File: src/rtl/lsr_pkg.sv
package lsr_pkg;
  localparam int DATA_W = 8;

  localparam int B_READY = 0;
  localparam int B_OVR   = 1;
  localparam int B_PAR   = 2;
  localparam int B_FRM   = 3;
  localparam int B_BRK   = 4;
  localparam int B_THRE  = 5;
  localparam int B_TEMT  = 6;
  localparam int B_ERRS  = 7;

  typedef struct packed {
    logic [DATA_W-1:0] data;
    logic              parErr;
    logic              frmErr;
    logic              brkTag;
  } rxEntry_t;

  typedef struct packed {
    logic doPush;
    logic doPop;
    logic setOvr;
    logic clrOvr;
    logic setBrk;
    logic clrBrk;
  } lsrStrobe_t;
endpackage

File: src/rtl/lsr_ctrl.sv
module lsr_ctrl
  import lsr_pkg::*;
#(
  parameter int DEPTH = 16,
  localparam int CNT_W = $clog2(DEPTH) + 1
) (
  input  logic             rxPush,
  input  logic             rxBrk,
  input  logic             rxPop,
  input  logic             rxLine,
  input  logic             statusRead,
  input  logic             fifoMode,
  input  logic [CNT_W-1:0] fifoCount,
  input  logic             breakHeld,
  output lsrStrobe_t       strobe
);
  localparam logic [CNT_W-1:0] CAP_DEEP = CNT_W'(DEPTH);
  localparam logic [CNT_W-1:0] CAP_ONE  = CNT_W'(1);

  logic [CNT_W-1:0] capacity;
  logic isFull, popOk, brkBlocked, offered;

  always_comb begin
    capacity   = fifoMode ? CAP_DEEP : CAP_ONE;
    isFull     = fifoCount >= capacity;
    popOk      = rxPop && (fifoCount != '0);
    // a break already held swallows further break characters
    brkBlocked = rxPush && rxBrk && breakHeld;
    offered    = rxPush && !brkBlocked;

    strobe        = '0;
    strobe.doPop  = popOk;
    strobe.doPush = offered && (!isFull || popOk);
    strobe.setOvr = offered && isFull && !popOk;
    strobe.clrOvr = statusRead;
    strobe.setBrk = rxPush && rxBrk && !breakHeld;
    strobe.clrBrk = rxLine;
  end
endmodule

File: src/rtl/lsr_datapath.sv
module lsr_datapath
  import lsr_pkg::*;
#(
  parameter int DEPTH = 16,
  parameter int TXC_W = 5,
  localparam int PTR_W = $clog2(DEPTH),
  localparam int CNT_W = PTR_W + 1
) (
  input  logic              clk,
  input  logic              rstN,
  input  lsrStrobe_t        strobe,
  input  rxEntry_t          inEntry,
  input  logic [TXC_W-1:0]  txCount,
  input  logic              txShiftBusy,
  input  logic              lsiEnable,
  output logic [CNT_W-1:0]  fifoCount,
  output logic              breakHeld,
  output logic [DATA_W-1:0] headData,
  output logic [7:0]        lsrValue,
  output logic              lsIrq
);
  rxEntry_t         mem [DEPTH];
  logic [PTR_W-1:0] wrPtr, rdPtr;
  logic [CNT_W-1:0] count, errCount;
  logic             ovrFlag, brkFlag;
  rxEntry_t         head;
  logic             headValid, inTagged, headTagged;
  logic             errInc, errDec;

  always_comb begin
    head       = mem[rdPtr];
    headValid  = count != '0;
    inTagged   = inEntry.parErr || inEntry.frmErr || inEntry.brkTag;
    headTagged = head.parErr || head.frmErr || head.brkTag;
    errInc     = strobe.doPush && inTagged;
    errDec     = strobe.doPop && headTagged;
  end

  always_ff @(posedge clk) begin
    if (strobe.doPush) mem[wrPtr] <= inEntry;
  end

  always_ff @(posedge clk) begin
    if (!rstN) begin
      wrPtr    <= '0;
      rdPtr    <= '0;
      count    <= '0;
      errCount <= '0;
      ovrFlag  <= 1'b0;
      brkFlag  <= 1'b0;
    end else begin
      if (strobe.doPush) wrPtr <= wrPtr + PTR_W'(1);
      if (strobe.doPop)  rdPtr <= rdPtr + PTR_W'(1);
      case ({strobe.doPush, strobe.doPop})
        2'b10:   count <= count + CNT_W'(1);
        2'b01:   count <= count - CNT_W'(1);
        default: count <= count;
      endcase
      case ({errInc, errDec})
        2'b10:   errCount <= errCount + CNT_W'(1);
        2'b01:   errCount <= errCount - CNT_W'(1);
        default: errCount <= errCount;
      endcase
      if (strobe.setOvr)      ovrFlag <= 1'b1;
      else if (strobe.clrOvr) ovrFlag <= 1'b0;
      if (strobe.setBrk)      brkFlag <= 1'b1;
      else if (strobe.clrBrk) brkFlag <= 1'b0;
    end
  end

  always_comb begin
    lsrValue          = '0;
    lsrValue[B_READY] = headValid;
    lsrValue[B_OVR]   = ovrFlag;
    lsrValue[B_PAR]   = headValid && head.parErr;
    lsrValue[B_FRM]   = headValid && head.frmErr;
    lsrValue[B_BRK]   = brkFlag;
    lsrValue[B_THRE]  = txCount == '0;
    lsrValue[B_TEMT]  = (txCount == '0) && !txShiftBusy;
    lsrValue[B_ERRS]  = errCount != '0;
    headData          = headValid ? head.data : '0;
    lsIrq             = lsiEnable && (lsrValue[B_ERRS] || ovrFlag);
  end

  assign fifoCount = count;
  assign breakHeld = brkFlag;

  AST_NO_OVERFLOW: assert property (@(posedge clk) disable iff (!rstN)
    count <= CNT_W'(DEPTH)) else $error("count past depth");
  AST_ERRCNT_BOUND: assert property (@(posedge clk) disable iff (!rstN)
    errCount <= count) else $error("tagged count exceeds fill");
  AST_OVR_SETS: assert property (@(posedge clk) disable iff (!rstN)
    strobe.setOvr |=> ovrFlag) else $error("overrun not latched");
  AST_OVR_DROPS: assert property (@(posedge clk) disable iff (!rstN)
    strobe.setOvr |=> count == $past(count)) else $error("overrun char stored");
  AST_OVR_CLEARS: assert property (@(posedge clk) disable iff (!rstN)
    strobe.clrOvr && !strobe.setOvr |=> !ovrFlag) else $error("read kept overrun");
  AST_BRK_ONCE: assert property (@(posedge clk) disable iff (!rstN)
    brkFlag && !strobe.clrBrk && !strobe.doPop |=> count == $past(count) || !$past(inEntry.brkTag))
    else $error("second break stored");
  AST_TEMT_THRE: assert property (@(posedge clk) disable iff (!rstN)
    lsrValue[B_TEMT] |-> lsrValue[B_THRE]) else $error("TEMT without THRE");
  AST_IRQ_ERR: assert property (@(posedge clk) disable iff (!rstN)
    lsiEnable && errCount != '0 |-> lsIrq) else $error("missing interrupt");
endmodule

File: src/rtl/uart_line_status.sv
module uart_line_status
  import lsr_pkg::*;
#(
  parameter int RX_DEPTH = 16,
  parameter int TXC_W    = 5
) (
  input  logic             clk,
  input  logic             rstN,
  input  logic             rxPush,
  input  logic [7:0]       rxData,
  input  logic             rxParErr,
  input  logic             rxFrmErr,
  input  logic             rxBrk,
  input  logic             rxLine,
  input  logic             rxPop,
  input  logic             statusRead,
  input  logic             fifoMode,
  input  logic [TXC_W-1:0] txCount,
  input  logic             txShiftBusy,
  input  logic             lsiEnable,
  output logic [7:0]       rxHeadData,
  output logic [7:0]       lineStatus,
  output logic             lsIrq
);
  localparam int CNT_W = $clog2(RX_DEPTH) + 1;

  lsrStrobe_t       strobe;
  rxEntry_t         inEntry;
  logic [CNT_W-1:0] fifoCount;
  logic             breakHeld;

  assign inEntry = '{data: rxData, parErr: rxParErr, frmErr: rxFrmErr, brkTag: rxBrk};

  lsr_ctrl #(.DEPTH(RX_DEPTH)) u_ctrl (
    .rxPush(rxPush), .rxBrk(rxBrk), .rxPop(rxPop), .rxLine(rxLine),
    .statusRead(statusRead), .fifoMode(fifoMode), .fifoCount(fifoCount),
    .breakHeld(breakHeld), .strobe(strobe)
  );

  lsr_datapath #(.DEPTH(RX_DEPTH), .TXC_W(TXC_W)) u_dp (
    .clk(clk), .rstN(rstN), .strobe(strobe), .inEntry(inEntry),
    .txCount(txCount), .txShiftBusy(txShiftBusy), .lsiEnable(lsiEnable),
    .fifoCount(fifoCount), .breakHeld(breakHeld), .headData(rxHeadData),
    .lsrValue(lineStatus), .lsIrq(lsIrq)
  );

  AST_POP_EMPTY: assert property (@(posedge clk) disable iff (!rstN)
    rxPop && !lineStatus[0] && !rxPush |=> !lineStatus[0]) else $error("pop on empty");
  AST_ONE_SLOT: assert property (@(posedge clk) disable iff (!rstN)
    !fifoMode && lineStatus[0] && rxPush && !rxBrk && !rxPop |=> lineStatus[1])
    else $error("one-slot overrun missing");
endmodule

File: config.mk
export PLATFORM = sky130hd
export DESIGN_NAME = uart_line_status
export DESIGN_NICKNAME = d
export VERILOG_FILES = /design/src/rtl/lsr_pkg.sv /design/src/rtl/lsr_ctrl.sv /design/src/rtl/lsr_datapath.sv /design/src/rtl/uart_line_status.sv
export SDC_FILE = /design/constraint.sdc
export NUM_CORES = 1
export LEC_CHECK = 0
export BUFFER_PORTS_ARGS = -buffer_cell sky130_fd_sc_hd__clkbuf_2
export CAP_MARGIN = 40
export CORE_UTILIZATION = 40
export CTS_CLUSTER_DIAMETER = 150
export CTS_CLUSTER_SIZE = 30
export DETAILED_ROUTE_END_ITERATION = 8
export PLACE_DENSITY = 0.54
export SLEW_MARGIN = 20
export SYNTH_ARGS = -nofsm -noshare
export SYNTH_HDL_FRONTEND = slang
export SYNTH_HIERARCHICAL = 1
export SYNTH_SLANG_ARGS = --single-unit
File: constraint.sdc
create_clock -name clk -period 4.6 [get_ports clk]
set_clock_uncertainty 0.15 [all_clocks]
set_input_delay 0.23 -clock clk [delete_from_list [all_inputs] [get_ports clk]]
set_output_delay 0.23 -clock clk [all_outputs]
set_load 0.02 [all_outputs]
Yosys cells after proc, flatten, opt, wreduce, memory -nomap -nowiden:

Memory sizes are Yosys's and may differ from the RTL's. A register that Yosys moved wholly into a read port is not among the register bits.
Index checks and enable logic that the tools add are counted.

* flip-flop bits (word level): 20
* latch bits: 0
* memory bits (writable): 176
* memory bits (read-only): 0
* memories: 1

* add/sub/neg operators: 6
* multipliers: 0
* divide/modulo/power cells: 0
* order comparisons: 1
* equality and inequality tests: 4
* shift operators: 0
* muxes and demuxes: 12
* bitwise operators: 0
* reductions and logical operators: 32

Memories
* u_dp.mem: depth 16, bits a word 11, rd ports 1, clocked after Yosys merged registers in 1, wr ports 1, line lsr_datapath.sv:22 `rxEntry_t mem [DEPTH];`

Operator list (number)
* 5-bit one-hot mux with 2 select lines: 2
* 1-bit logical AND: 14
* 5-bit by 1-bit adder with 5-bit output (second input constant): 2
* 5-bit nonzero test: 2
* 5-bit by 1-bit subtractor with 5-bit output (second input constant): 2
* 4-bit by 1-bit adder with 4-bit output (second input constant): 2
* 4-bit 2-to-1 mux: 2
* 8-bit 2-to-1 mux: 1
* 2-bit nonzero test: 4
* 1-bit logical OR: 6
* 1-bit 2-to-1 mux: 6
* 5-bit greater-or-equal comparator: 1
* 1-bit logical NOT: 5
* 5-bit logical NOT: 1
* 5-bit 2-to-1 mux: 1
* 2-bit by 1-bit == test with 1-bit output (second input constant): 2
* 2-bit == test (second input constant): 2

Logic depth before layout (Yosys ltp):

* word-level depth: 8
* depth in mapped cells: 14
* gate-level depth less buffers: 13

Hierarchy:

The synthesis kept the hierarchy.

Modules (own cells, without submodules)
* lsr_datapath: times used 1, cells an instance 419, area each 8034.0 um2, sequential area each 5765.5 um2
* lsr_ctrl: times used 1, cells an instance 17, area each 118.9 um2, sequential area each 0.0 um2

Least setup slack after synthesis:

OpenSTA, ideal clock, no wires.

* path kind: flip-flop to flip-flop
* from: register (tool-made name)
* to: register u_dp.errCount[4]
* setup time: 70 ps
* arrival: 3218 ps
* required time: 4380 ps
* setup slack: 1162 ps
* cell stages (with the launch flop): 12
* path buffers: 1
* path through: dfxtp_1 -> buf_6 -> mux4_1 -> mux4_2 -> o31a_1 -> ha_1 -> fa_1 -> a21o_1 -> a21oi_1 -> xor2_1 -> or3_1 -> a21oi_1

RTL lines
* end signal: assignment: line lsr_datapath.sv:60 `2'b10: errCount <= errCount + CNT_W'(1);`
* end signal: assignment: line lsr_datapath.sv:61 `2'b01: errCount <= errCount - CNT_W'(1);`
* end signal: assignment: line lsr_datapath.sv:62 `default: errCount <= errCount;`
* end: declaration: line lsr_datapath.sv:24 `logic [CNT_W-1:0] count, errCount;`

==> impl_results.md <==
* # diodes at 0
* Routed wire length at 16300 um
* Initial DRC count at approximately 230
* Xor-xnor portion of the synthesized cell area at approximately 1.3%
* Core Area at 19700 um^2
* # H-tree levels at 4
* Horiz. Die Dim at ~140 um
* CTS Buf Count at 17
* DR vias/cell at 5.25
* Antenna Nets Post-Route at 0
* Slew margin rel. at a little over two fifths
* Vias at between 3000 and 4000
* Synth Cell Area at between 8000 and 9000 um^2
* Setup violations, final at 0
* Depth of the most critical reg-to-reg path at 11
* Synth-to-Final Area Change at 14.1%
* CP endpoint kind: register
* Post-CTS Setup Inserts at 0
* Die Y at about 140 um
* Peak supply drop at about 460 uV
* DP HPWL at ~9700 um
* Reg-to-reg slack, setup at 0.67 ns
* Mapped Cells at around 440
* Worst flop-to-flop path endpoint: u_dp/errCount[4]$_SDFFE_PN0P_
* GRT Resource Usage Total at ~17%
* Arrival time worst endpoint at between 4 and 5 ns
* Top cells by area, synth: edfxtp_1, mux4_2, dfxtp_1
* CP Launch Type: register
* Placed Cells at 724
* HP Start: rxPush
* Period utilization at between 80 and 90%
* Drt wl/cell at 21.4 um
* IO Pins at 42
* Filler cell count at between 1500 and 2000
* Fmax at 254 MHz
* Synth cell types at 36
* Mux cell area share after synthesis at 15.3%
* CTS max path bufs at 2
* Initial antenna violation count at 0
* Fin crit period at ~3.9 ns
* Max-cap viol count at 0
* Congestion Overflow GR at 0
* TNS Setup at 0 ns
* Status: finished, final reports clean
* Vias in the first global route at 4058
* Crit-path max FO at 9
* Mapped Avg Cell Area at around 19 um^2
* Clock Tree Root: clkbuf_16
* Simple logic cell fraction of the synthesized area at ~5.6%
* Nets at 525
* Share of cells above drive strength 1 at between 20% and 30%
* Slew at the pin closest to its max-slew limit at between 0.8 and 0.9 ns
* Drt drc at 0
* Slew Viols, Final at 0
* Syn Nets at 478
* Yosys top cell by area: edfxtp_1
* # port buffers at a little over 40
* Synth Register Bits at 200
* Worst setup path end: u_dp/errCount[4]$_SDFFE_PN0P_
* Post-route insts no fill at roughly 760
* Final Hold Fails at 0
* Initial Utilization at between 40% and 50%
* Most frequent cells in the layout: edfxtp_1, mux4_2, clkbuf_2, nor2_1, dfxtp_1
* Ys Warns at 6
* Worst-Skew Late Latency at 0.42 ns
* Power per cell area at between 500 and 600 nW/um^2
* Clk slew on worst S/H paths at 0.07 ns
* Top-area cell type share of the netlist area at between 60% and 70%
* HP Class: in2reg
* Setup Crit Path Kind: reg2reg
* Register area share after synthesis at between 70% and 80%
* CTS tree: done
* Largest family of logic cells by synthesized area: multiplexers
* Compound-Gate Fraction of Synth Area at 1.87%
* Clock sinks at 200
* Largest net degree at the start of global routing at 30
* Leak Pwr at 0.00311 uW
* First-pass GRT wire length at roughly 24000 um
* CP required at around 4.8 ns
* Rows at slightly above 50
* Most common cell after layout, fill and taps aside: edfxtp_1
* Pre-antenna DRT Iters at 4
* RSZ-0062 raised after global routing: no
* Adder-cell share of the synthesized area at 2.79%
* Die area at between 20000 and 25000 um^2
* Gp weighted congestion at between 0.7 and 0.8
==> synthesized netlist by cell type <==
cell type,n
o21a_1,1
xor2_1,7
nor2b_1,12
mux4_1,1
a21oi_1,11
nand4_1,2
or4_1,3
xnor2_1,5
and2_1,18
dfxtp_1,24
mux2i_1,5
a21o_1,3
o31a_1,2
ha_1,15
o31ai_1,2
fa_1,2
o21ai_0,2
or3_1,1
buf_2,1
edfxtp_1,176
mux4_2,52
or3_4,1
nor3_1,4
a22oi_1,2
nor4b_1,1
inv_1,13
nor2_1,29
clkbuf_1,7
buf_4,6
nand3_1,4
nand2_1,10
buf_1,5
and3_1,2
nor4_1,1
buf_6,5
o311a_1,1
==> critical path, stage by stage (launching register included) <==
cell,delay [ns]
dfxtp_2,0.40
buf_4,0.26
mux4_2,0.52
mux4_2,0.52
o31a_1,0.32
ha_1,0.27
fa_1,0.43
a21o_1,0.21
a21oi_1,0.19
xor2_1,0.11
or3_1,0.32
a21oi_1,0.15
==> cell type report <==
| cell class | count | area [um^2] | share of cell area (%) |
|---|---|---|---|
| clock buffer | 17 | 425 | 4.57 |
| tap | 265 | 332 | 3.56 |
| clock inverter | 15 | 225 | 2.42 |
| sequential | 200 | 5770 | 62.0 |
| multi-input combinational | 199 | 2190 | 23.5 |
| inverter | 13 | 48.8 | 0.525 |
| timing repair buffer | 52 | 315 | 3.39 |
==> cell families (layout without fill, tap and decap cells) <==
family | after synthesis | after routing
buffers and inverters | 37 | 97
XOR/XNOR | 12 | 12
AND/OR/NAND/NOR | 88 | 88
adder cells (fa/ha/maj) | 17 | 17
flip-flops | 200 | 200
AO/OA/AOI/OAI | 24 | 24
multiplexers | 58 | 58
==> metal layers <==
layer | global-route usage [%] | up-vias | wire, um
met3 | 3.95 | 12 | 618
met4 | 4.65 | 0 | 166
li1 | - | 1800 | -
met1 | 22.2 | 2094 | 7330
met5 | 0 | - | 0
met2 | 28.6 | 86 | 8200
==> power breakdown <==
group          leakage [uW]  switching [uW]  internal, uW
Sequential          0.00178            82.9          2090
Combinational       0.00102             764           633
Clock              0.000311             651           969
==> state kept, by name, summed over array words and instances, names as in the netlist, named ones only <==
register and flops:
u_dp/fifoCount 5, u_dp/mem 176, u_dp/ovrFlag 1, u_dp/breakHeld 1, u_dp/errCount 5, u_dp/wrPtr 4
u_dp/rdPtr 4
==> how the worst min path moves through the flow <==
stage | to | slack (ns) | cells after the start
2_1_floorplan | u_dp/mem[0][0]$_DFFE_PP_ | 0.18 | 0
3_3_place_gp | u_dp/errCount[4]$_SDFFE_PN0P_ | 0.34 | 2
3_5_place_dp | u_dp/errCount[4]$_SDFFE_PN0P_ | 0.34 | 2
4_1_cts | u_dp/breakHeld$_SDFFE_PN0P_ | 0.03 | 5
5_1_grt | u_dp/breakHeld$_SDFFE_PN0P_ | 0.04 | 5
6_report | u_dp/breakHeld$_SDFFE_PN0P_ | 0.05 | 5
==> repair_timing <==
| item | 4_1_cts | 5_1_grt |
|---|---|---|
| hold buffers | 2 | 0 |
| resized for setup | 0 | 0 |
| hold endpoints to repair | 2 | 0 |
==> per-stage QoR <==
| stage | util, % | setup WS [ns] | area, um^2 | power (uW) | hold slack (ns) |
|---|---|---|---|---|---|
| after floorplan | - | 1.16 | 8150 | 3270 | 0.179 |
| after global placement | 43.5 | 0.784 | 8590 | 3610 | 0.335 |
| after detailed placement | 43.5 | 0.696 | 8590 | 3630 | 0.340 |
| after CTS | 46.9 | 0.681 | 9260 | 5250 | 0.0265 |
| after global routing | 47.2 | 0.465 | 9300 | 5440 | 0.0383 |
| final | 47.2 | 0.669 | 9300 | 5190 | 0.0508 |
Note: power is estimated with default switching activity, not from simulation.
